[src/rtl/hsr_pkg.sv]
package hsr_pkg;
    // Output sync positions are quantised to this many pixels.
    localparam int GRID = 8;

    // Round to the nearest grid point; the half-way value rounds up.
    function automatic logic [31:0] snap_grid(input logic [31:0] x);
        logic [31:0] t;
        t = x + 32'(GRID / 2);
        return t & ~32'(GRID - 1);
    endfunction
endpackage

[src/rtl/hsr_delay.sv]
module hsr_delay #(
    parameter int W     = 8,
    parameter int DEPTH = 4
) (
    input  logic         clk,
    input  logic         rst_n,
    input  logic [W-1:0] din,
    output logic [W-1:0] dout
);
    logic [W-1:0] st_d [DEPTH];
    logic [W-1:0] st_q [DEPTH];

    generate
        if (DEPTH == 1) begin : g_one
            always_comb st_d[0] = din;
        end else begin : g_chain
            always_comb begin
                st_d[0] = din;
                for (int i = 1; i < DEPTH; i++) st_d[i] = st_q[i-1];
            end
        end
    endgenerate

    always_ff @(posedge clk or negedge rst_n) begin
        if (!rst_n) begin
            for (int i = 0; i < DEPTH; i++) st_q[i] <= '0;
        end else begin
            for (int i = 0; i < DEPTH; i++) st_q[i] <= st_d[i];
        end
    end

    assign dout = st_q[DEPTH-1];
endmodule

[src/rtl/hsr_meas.sv]
module hsr_meas #(
    parameter int CW = 12
) (
    input  logic          clk,
    input  logic          rst_n,
    input  logic          de_i,
    input  logic          hs_i,
    output logic          locked_o,
    output logic [CW-1:0] off_o,
    output logic [CW-1:0] wid_o
);
    localparam logic [CW-1:0] CMAX = '1;
    localparam logic [CW-1:0] SMAX = CMAX & ~CW'(hsr_pkg::GRID - 1);
    localparam logic [CW-1:0] GSTEP = CW'(hsr_pkg::GRID);

    typedef struct packed {
        logic          de_p;
        logic          hs_p;
        logic          armed;
        logic          mval;
        logic          pval;
        logic          locked;
        logic [CW-1:0] cnt;
        logic [CW-1:0] oraw;
        logic [CW-1:0] po;
        logic [CW-1:0] pw;
        logic [CW-1:0] off;
        logic [CW-1:0] wid;
    } meas_t;

    meas_t d, q;

    function automatic logic [CW-1:0] snap_cl(input logic [CW-1:0] x);
        logic [31:0] s;
        s = hsr_pkg::snap_grid(32'(x));
        if (s > 32'(SMAX)) return SMAX;
        return s[CW-1:0];
    endfunction

    logic          fall, arm, rise, hfall, agree;
    logic [CW-1:0] cur, so, sw_r, sw;

    assign fall  = q.de_p & ~de_i;
    assign cur   = fall ? '0 : ((q.cnt == CMAX) ? CMAX : q.cnt + 1'b1);
    assign arm   = fall | (q.armed & ~de_i);
    assign rise  = hs_i & ~q.hs_p;
    assign hfall = ~hs_i & q.hs_p;
    assign so    = snap_cl(q.oraw);
    assign sw_r  = snap_cl(cur - q.oraw);
    assign sw    = (sw_r == '0) ? GSTEP : sw_r;
    assign agree = q.pval && (so == q.po) && (sw == q.pw);

    always_comb begin
        d = q;
        if (rise) begin
            if (arm) begin
                d.oraw = cur;
                d.mval = 1'b1;
            end else begin
                d.mval = 1'b0;
            end
        end else if (hfall && q.mval) begin
            if (agree) begin
                d.locked = 1'b1;
                d.off    = so;
                d.wid    = sw;
            end
            d.po   = so;
            d.pw   = sw;
            d.pval = 1'b1;
            d.mval = 1'b0;
        end
        d.de_p  = de_i;
        d.hs_p  = hs_i;
        d.cnt   = cur;
        d.armed = arm;
    end

    always_ff @(posedge clk or negedge rst_n) begin
        if (!rst_n) q <= '0;
        else        q <= d;
    end

    assign locked_o = q.locked;
    assign off_o    = q.off;
    assign wid_o    = q.wid;

    // lock is never lost without reset
    a_r9_lock_sticky: assert property (@(posedge clk) disable iff (!rst_n)
        q.locked |=> q.locked);
    // adopted offset lies on the grid
    a_r3_off_on_grid: assert property (@(posedge clk) disable iff (!rst_n)
        q.locked |-> (q.off[2:0] == 3'd0));
    // adopted width is a non-zero grid multiple
    a_r4_wid_min: assert property (@(posedge clk) disable iff (!rst_n)
        q.locked |-> (q.wid >= GSTEP && q.wid[2:0] == 3'd0));
endmodule

[src/rtl/hsr_gen.sv]
module hsr_gen #(
    parameter int DW = 24,
    parameter int CW = 12
) (
    input  logic          clk,
    input  logic          rst_n,
    input  logic          locked_i,
    input  logic [CW-1:0] off_i,
    input  logic [CW-1:0] wid_i,
    input  logic          de_i,
    input  logic          hs_i,
    input  logic          vs_i,
    input  logic [DW-1:0] data_i,
    output logic          de_o,
    output logic          hs_o,
    output logic          vs_o,
    output logic          lk_o,
    output logic [DW-1:0] data_o
);
    localparam logic [CW-1:0] CMAX = '1;

    typedef struct packed {
        logic          de;
        logic          hs;
        logic          vs;
        logic          lk;
        logic          gde_p;
        logic          garmed;
        logic          hsg_p;
        logic          vsr;
        logic [CW-1:0] gcnt;
        logic [DW-1:0] data;
    } gen_t;

    gen_t d, q;

    logic          gfall, garm, win, hsg, lead, vsr_n;
    logic [CW-1:0] gcur;
    logic [CW:0]   lo, hi, cc;

    assign gfall = q.gde_p & ~de_i;
    assign gcur  = gfall ? '0 : ((q.gcnt == CMAX) ? CMAX : q.gcnt + 1'b1);
    assign garm  = gfall | (q.garmed & ~de_i);
    assign cc    = {1'b0, gcur};
    assign lo    = {1'b0, off_i};
    assign hi    = {1'b0, off_i} + {1'b0, wid_i};
    assign win   = (cc >= lo) && (cc < hi);
    assign hsg   = locked_i & garm & win;
    assign lead  = hsg & ~q.hsg_p;
    assign vsr_n = (~locked_i | lead) ? vs_i : q.vsr;

    always_comb begin
        d        = q;
        d.de     = de_i;
        d.data   = data_i;
        d.hs     = locked_i ? hsg : hs_i;
        d.vs     = locked_i ? vsr_n : vs_i;
        d.lk     = locked_i;
        d.gde_p  = de_i;
        d.gcnt   = gcur;
        d.garmed = garm;
        d.hsg_p  = hsg;
        d.vsr    = vsr_n;
    end

    always_ff @(posedge clk or negedge rst_n) begin
        if (!rst_n) q <= '0;
        else        q <= d;
    end

    assign de_o   = q.de;
    assign hs_o   = q.hs;
    assign vs_o   = q.vs;
    assign lk_o   = q.lk;
    assign data_o = q.data;

    // no regenerated sync during active video
    a_r6_no_hs_in_active: assert property (@(posedge clk) disable iff (!rst_n)
        (q.lk && q.de) |-> !q.hs);
    // vertical sync moves only with a horizontal leading edge
    a_r7_vs_at_lead: assert property (@(posedge clk) disable iff (!rst_n)
        (q.lk && $past(q.lk) && (q.vs != $past(q.vs))) |-> (q.hs && !$past(q.hs)));
endmodule

[src/rtl/hsync_regen.sv]
module hsync_regen #(
    parameter int DW  = 24,
    parameter int CW  = 12,
    parameter int LAT = 4
) (
    input  logic          clk,
    input  logic          rst_n,
    input  logic          cfg_hs_pol,
    input  logic          cfg_vs_pol,
    input  logic          in_de,
    input  logic          in_hs,
    input  logic          in_vs,
    input  logic [DW-1:0] in_data,
    output logic          out_de,
    output logic          out_hs,
    output logic          out_vs,
    output logic [DW-1:0] out_data,
    output logic          locked
);
    localparam int PW = DW + 3;

    logic          hs_a, vs_a, hs_o_a, vs_o_a;
    logic          m_lock;
    logic [CW-1:0] m_off, m_wid;
    logic [PW-1:0] pay_in, pay_out;

    // normalise to active-high inside the block
    assign hs_a   = cfg_hs_pol ? in_hs : ~in_hs;
    assign vs_a   = cfg_vs_pol ? in_vs : ~in_vs;
    assign pay_in = {in_data, in_de, hs_a, vs_a};

    hsr_meas #(.CW(CW)) u_meas (
        .clk      (clk),
        .rst_n    (rst_n),
        .de_i     (in_de),
        .hs_i     (hs_a),
        .locked_o (m_lock),
        .off_o    (m_off),
        .wid_o    (m_wid)
    );

    hsr_delay #(.W(PW), .DEPTH(LAT - 1)) u_dly (
        .clk   (clk),
        .rst_n (rst_n),
        .din   (pay_in),
        .dout  (pay_out)
    );

    hsr_gen #(.DW(DW), .CW(CW)) u_gen (
        .clk      (clk),
        .rst_n    (rst_n),
        .locked_i (m_lock),
        .off_i    (m_off),
        .wid_i    (m_wid),
        .de_i     (pay_out[2]),
        .hs_i     (pay_out[1]),
        .vs_i     (pay_out[0]),
        .data_i   (pay_out[PW-1:3]),
        .de_o     (out_de),
        .hs_o     (hs_o_a),
        .vs_o     (vs_o_a),
        .lk_o     (locked),
        .data_o   (out_data)
    );

    assign out_hs = cfg_hs_pol ? hs_o_a : ~hs_o_a;
    assign out_vs = cfg_vs_pol ? vs_o_a : ~vs_o_a;
endmodule

[config.mk]
export PLATFORM = sky130hd
export DESIGN_NAME = hsync_regen
export DESIGN_NICKNAME = d
export VERILOG_FILES = /design/src/rtl/hsr_pkg.sv /design/src/rtl/hsr_delay.sv /design/src/rtl/hsr_meas.sv /design/src/rtl/hsr_gen.sv /design/src/rtl/hsync_regen.sv
export SDC_FILE = /design/constraint.sdc
export NUM_CORES = 1
export LEC_CHECK = 0
export ABC_AREA = 1
export BUFFER_PORTS_ARGS = -buffer_cell sky130_fd_sc_hd__clkbuf_2
export CORE_ASPECT_RATIO = 1.1
export CORE_MARGIN = 3
export CORE_UTILIZATION = 54
export DETAILED_ROUTE_END_ITERATION = 6
export PLACE_DENSITY = 0.75
export SYNTH_ARGS = -nofsm -noshare
export SYNTH_HDL_FRONTEND = slang
export SYNTH_SLANG_ARGS = --single-unit
export TNS_END_PERCENT = 30
[constraint.sdc]
create_clock -name clk -period 3.7 [get_ports clk]
set_input_delay 1.11 -clock clk [delete_from_list [all_inputs] [get_ports clk]]
set_output_delay 1.11 -clock clk [all_outputs]
set_load 0.1 [all_outputs]
; ---- After elaboration in Yosys (flattened, before gate mapping)
; Cells that the tools add are included.
[classes]
n_mux = 22
n_reduce_logical = 9
n_bitwise = 23
add_sub_neg = 6
n_eq_ne = 4
n_lt_le_gt_ge = 4
[ops]
columns = operator, n
row1 = 12-bit two-way mux, 9
row2 = "32-bit by 12-bit greater-than comparator with 1-bit output, second input constant", 2
row3 = "12-bit by 3-bit adder with 13-bit output, second input constant", 2
row4 = "12-bit by 1-bit adder with 12-bit output, second input constant", 2
row5 = 12-bit == test, 2
row6 = "12-bit == test, second input constant", 2
row7 = 12-bit by 12-bit adder with 13-bit output, 1
row8 = 12-bit by 13-bit less-than comparator with 1-bit output, 1
row9 = 12-bit greater-or-equal comparator, 1
row10 = 12-bit logical NOT, 1
row11 = 1-bit two-way mux, 12
row12 = 12-bit subtractor, 1
row13 = 1-bit NOT, 11
row14 = 1-bit AND, 9
row15 = 1-bit logical AND, 4
row16 = 2-bit AND reduction, 2
row17 = 3-bit two-way mux, 1
row18 = 1-bit bitwise OR, 3
row19 = 3-bit AND reduction, 1
row20 = 2-bit nonzero test, 1
[totals]
out_inout_bits = 28
reg_bits = 202
input_bits = 31

; ---- Logic depth before layout (Yosys ltp)
[logic_depth]
ltp_word = 15
ltp_mapped = 33
ltp_nobuf = 31

; ---- By module
; Synthesis repeated with hierarchy kept, for this count alone.
[unflattened]
cells_unflattened = 1020
hier_area_um2 = 9313.9
[by_module_without_submodules]
columns = module, instances, area_each_um2, cells_per_inst, seq_area_each_um2
row1 = hsr_meas, 1, 4379.2, 598, 1651.6
row2 = hsr_gen, 1, 2840.2, 323, 1076.0
row3 = hsr_delay, 1, 2026.9, 81, 2026.9
row4 = hsync_regen, 1, 67.6, 18, 0.0

; ---- Least setup slack after synthesis
; No wires, ideal clock.
[synth_path]
kind = input to register
start = in in_de
end = reg u_meas.q, in the netlist u_meas.wid_o[4]
stages = 27
t_arrival_ns = 3.891
setup_time_ns = 0.117
required_ns = 3.583
path_slack_ns = -0.308
cell_sequence = nor2_4 -> a21oi_1 -> ha_1 -> a21oi_1 -> nor2_1 -> a211oi_2 -> nand2_4 -> nand2_2 -> nand2_2 -> nand2_1 -> nand2_1 -> nor2_4 -> nand3_4 -> inv_2 -> nand3_4 -> buf_6 -> nand3_2 -> nand2_1 -> clkinv_1 -> nand2_1 -> nor2_2 -> nand3_1 -> nor2_2 -> nand2_4 -> buf_6 -> nand2_1 -> nand2_1
[synth_via]
elab_chain_len = 13
[synth_lines]
columns = item, line
row1 = "start, declared", hsync_regen.sv:10  ; input logic in_de,
row2 = 1-bit NOT *, hsr_meas.sv:43  ; assign fall = q.de_p & ~de_i;
row3 = 1-bit AND *, hsr_meas.sv:43
row4 = 12-bit two-way mux *, hsr_meas.sv:44  ; assign cur = fall ? '0 : ((q.cnt == CMAX) ? CMAX : q.cnt + 1'b1);
row5 = net u_meas.cur[2], hsr_meas.sv:41  ; logic [CW-1:0] cur, so, sw_r, sw;
row6 = 12-bit subtractor *, hsr_meas.sv:49  ; assign sw_r = snap_cl(cur - q.oraw);
row7 = 12-bit by 3-bit adder with 13-bit output *, hsr_pkg.sv:8  ; t = x + 32'(GRID / 2);
row8 = 32-bit by 12-bit greater-than comparator with 1-bit output, hsr_meas.sv:36  ; if (s > 32'(SMAX)) return SMAX;
row9 = 1-bit two-way mux, hsr_meas.sv:36
row10 = 12-bit two-way mux *, hsr_meas.sv:37  ; return s[CW-1:0];
row11 = 12-bit logical NOT, hsr_meas.sv:50  ; assign sw = (sw_r == '0) ? GSTEP : sw_r;
row12 = 12-bit two-way mux *, hsr_meas.sv:50
row13 = 12-bit == test, hsr_meas.sv:51  ; assign agree = q.pval && (so == q.po) && (sw == q.pw);
row14 = 1-bit logical AND, hsr_meas.sv:51
row15 = 3-bit AND reduction (no line), n/a
row16 = "end signal, assigned", hsr_meas.sv:80  ; if (!rst_n) q <= '0;
row17 = "end signal, assigned", hsr_meas.sv:81  ; else q <= d;
row18 = "end, declared", hsr_meas.sv:31  ; meas_t d, q;
; Mark *: on every way through the listed nets, which the timed path passes. The rest lies on a longest branch.
; A chain may end at the register's enable or synchronous reset.

; ---- Worst setup path in the final report
[layout_path]
start = reg u_meas.q[61] (netlist name)
end = reg u_meas.q, in the netlist u_meas.wid_o[6]
[layout_via]
elab_chain_len = 13
[layout_lines]
columns = item, line
row1 = 12-bit by 1-bit adder with 12-bit output / 12-bit == test (equally long branches), hsr_meas.sv:44
row2 = 12-bit two-way mux * (2 in a row), hsr_meas.sv:44
row3 = net u_meas.cur[2], hsr_meas.sv:41
row4 = 12-bit subtractor *, hsr_meas.sv:49
row5 = 12-bit by 3-bit adder with 13-bit output *, hsr_pkg.sv:8
row6 = 32-bit by 12-bit greater-than comparator with 1-bit output, hsr_meas.sv:36
row7 = 1-bit two-way mux, hsr_meas.sv:36
row8 = 12-bit two-way mux *, hsr_meas.sv:37
row9 = 12-bit logical NOT, hsr_meas.sv:50
row10 = 12-bit two-way mux *, hsr_meas.sv:50
row11 = 12-bit == test, hsr_meas.sv:51
row12 = 1-bit logical AND, hsr_meas.sv:51
row13 = 3-bit AND reduction (no line), n/a
; Marked as above.

==> run_results.csv <==
group,metric,value,unit
clocking,worstSkewPairLatency,0.43,ns
hold_path,min_from,"u_dly.dout[17]",
setup_path,end_kind,"flop",
floorplanning,rows,47,
synth,yosysSeqAreaShare,0.550,
setup_path,r2r-start,"u_meas.q[61]",
setup_path,critical-path-top-delay-family,"simple AND/OR/NAND/NOR gates",
timing,skew,0.00794,ns
timing,setup_viol,19,
synth,async_flop_share,1.00,
finish,fin_cells,1245,
placed_design,place_area,0.00950,sq mm
floorplanning,die_y,138,um
clocking,path_clk_slew,0.07,ns
grt,grt_max_degree,81,
timing,slew_headroom,0.462,
synth,syn_area,0.00855,sq mm
synth,yosysWarningCount,0,
synth,ys_top_cells_by_count,"240 x nand2_1, 188 x dfrtp_1, 97 x inv_1, 47 x nand3_1, 47 x o21ai_0",
grt,gr-total-overflow,0,
synth,synth_edf_count,0,
timing,worstMarginPinSlew,0.806,ns
grt,track_usage,0.213,
setup_path,slowest_delay,0.37,ns
synth,syn_nets,979,
power_and_ir_drop,power.density,794,mW/mm^2
timing,finalCriticalPeriod,3.97,ns
setup_path,start_kind,"flop",
clocking,cts_tree,"done",
setup_path,worstPathArrival,4.29,ns
synth,synth_flop_cell,"dfrtp_1",
clocking,h-tree-depth,4,
clocking,clockBufferDepth,2,
power_and_ir_drop,power.leakage,5.38,nW
setup_path,crit_fanout,8,
flow_run,cap_violations,0,
timing,finalMaxSlewViolations,0,
timing,fmax,0.252,GHz
synth,syn_inst,907,
floorplanning,core_area,0.0153,sq mm
floorplanning,die_x,126,um
finish,area_growth,22.9,%
clocking,clockRootBuffer,"clkbuf_16",
synth,synth-seq-cells,188,
power_and_ir_drop,ir_drop,0.582,mV
setup_path,critPathBufInv,2,
synth,synth_top_cell_area_share,0.550,
grt,grt_pass1_vias,6634,
outcome,violations,"setup timing",
routing,wl_per_cell,14.4,um
routing,drt-total-wl,18000,um
hold_path,min_path_type,"reg -> reg",
routing,antenna_left,0,
timing,rsz0062_at_grt,"true",
setup_path,reg2reg_depth,29,
setup_path,crit_top_cell,"nand2_4",
floorplanning,die_area,0.0174,sq mm
synth,yosys.cell_count.top_type,"nand2_1",
placed_design,port_buffers,58,
clocking,numCtsBuffers,17,
routing,vias,6435,
placed_design,post-dp-hpwl,11900,um
outcome,status,"finished with violations",
timing,min_period_over_period,1.07,
placed_design,place_congestion,0.827,
routing,via_per_inst,5.17,
synth,syn_avg_cell_area,9.43,sq um
routing,dr.pass1.iters,5,
hold_path,hold_depth,0,
timing,hold_viol,0,
finish,final_nets,1108,
synth,synthTopCellsByArea,"dfrtp_1 55%, nand2_1 11%, ha_1 5.9%, inv_1 4.3%, nand3_1 2.7%",
grt,antenna_found_initial,0,
finish,finalInstanceArea,0.0105,sq mm
finish,n_antenna_cell,0,
setup_path,cpMaxStageDelayCell,"dfrtp_1",
clocking,cts_sinks,188,
routing,drc,0,
floorplanning,start_util,0.559,
finish,drive_gt1_frac,0.274,
setup_path,worst-setup-path-type,"reg -> reg",
setup_path,r2r_slack,-0.27,ns
grt,grt_pass1_wl,30000,um
floorplanning,pin_count,59,
setup_path,r2r_end,"u_meas.wid_o[6]",
timing,setup_ws,-0.269,ns
setup_path,cp.required,4.02,ns
placed_design,placed_cells,1198,
synth,yosys.cell_types.count,42,
routing,initialDrtViolationCount,333,
hold_path,hold-path-endpoint,"u_gen.data_o[14]",
synth,yosys.area.top_type,"dfrtp_1",
[sequential cells by signal, summed over array words and instances, names as in the netlist]
signal and flops:
u_dly.st_d 54, u_meas.locked_o 1, u_gen.de_o 1, u_meas.wid_o 9, u_gen.hs_o 1, u_gen.q 15
u_gen.vs_o 1, u_meas.q 45, u_meas.off_o 9, u_gen.lk_o 1, u_dly.dout 27, u_gen.data_o 24
[layer usage]
| layer | track usage | routed length [um] | part of all wire |
|---|---|---|---|
| met2 | 0.394 | 9880 | 0.55 |
| met4 | 0.0706 | 377 | 0.021 |
| met5 | 0 | 0 | 0 |
| met3 | 0.0432 | 649 | 0.036 |
| met1 | 0.244 | 7080 | 0.39 |
[per-stage QoR]
step	hold WS, ns	power, W	setup slack, ns	util	TNS (ns)
after global placement	0.331	0.00594	-0.459	0.622	-8.74
after floorplan	0.331	0.00484	-0.186	-	-2.50
after global routing	0.347	0.00896	-0.542	0.687	-10.08
after detailed placement	0.335	0.00601	-0.516	0.622	-9.63
final	0.344	0.00835	-0.269	0.687	-4.53
after CTS	0.345	0.00817	-0.0450	0.677	-0.351
[cell usage in the layout (no fill, tap or decap), drive strengths merged, types with 2 or more instances in the layout]
cell type	count
nand2	268
dfrtp	188
inv	108
buf	83
clkbuf	77
nor2	56
nand3	53
o21ai	48
ha	40
a21oi	32
nand4	15
xor2	13
xnor2	11
nor3	9
clkinv	8
a21o	7
a31oi	7
or2	5
nand3b	5
a211oi	5
nor4	2
[power by group]
group,leakage (nW),switching [W],internal [W],total (W)
combinational,2.76,0.00248,0.00169,0.00417
sequential,2.32,0.000121,0.00226,0.00238
clock,0.293,0.000856,0.000940,0.00180
total,5.38,0.00346,0.00489,0.00835
[timing repair]
action,4_1_cts,5_1_grt
buffers inserted,7,5
resized for setup,37,29
cloned,2,1
hold buffers,0,0
setup endpoints to repair,19,22
pin swaps,11,25
[area by class of cell]
cell class                      count  area (sq um)
Clock buffer                       19           453
Clock inverter                     13           149
Fill cell                        1106          4780
Inverter                          104           390
Multi-Input combinational cell    584          3590
Sequential cell                   188          4700
Tap cell                          196           245
Timing Repair Buffer              141           976
[logic make-up (layout without fill, tap and decap cells)]
group | after synthesis | in the layout | share of synthesized area
AOI/OAI and AO/OA | 106 | 106 | 0.0698
xor gates and xnor gates | 24 | 24 | 0.0246
adders and majority gates | 41 | 41 | 0.0608
buffers and inverters | 138 | 277 | 0.0739
DFF | 188 | 188 | 0.550
and+or+nand+nor | 410 | 413 | 0.221
[worst max path at each step]
stage,from,to,slack (ns),depth (start not counted)
floorplan,in_de,u_meas.wid_o[4],-0.19,26
global placement,in_de,u_meas.off_o[4],-0.46,26
detailed placement,in_de,u_meas.wid_o[6],-0.52,26
CTS,u_meas.q[61],u_meas.wid_o[11],-0.05,29
global route,u_meas.q[61],u_meas.wid_o[11],-0.54,29
finish,u_meas.q[61],u_meas.wid_o[6],-0.27,29
No activity file was read; power rests on OpenSTA's default activity.
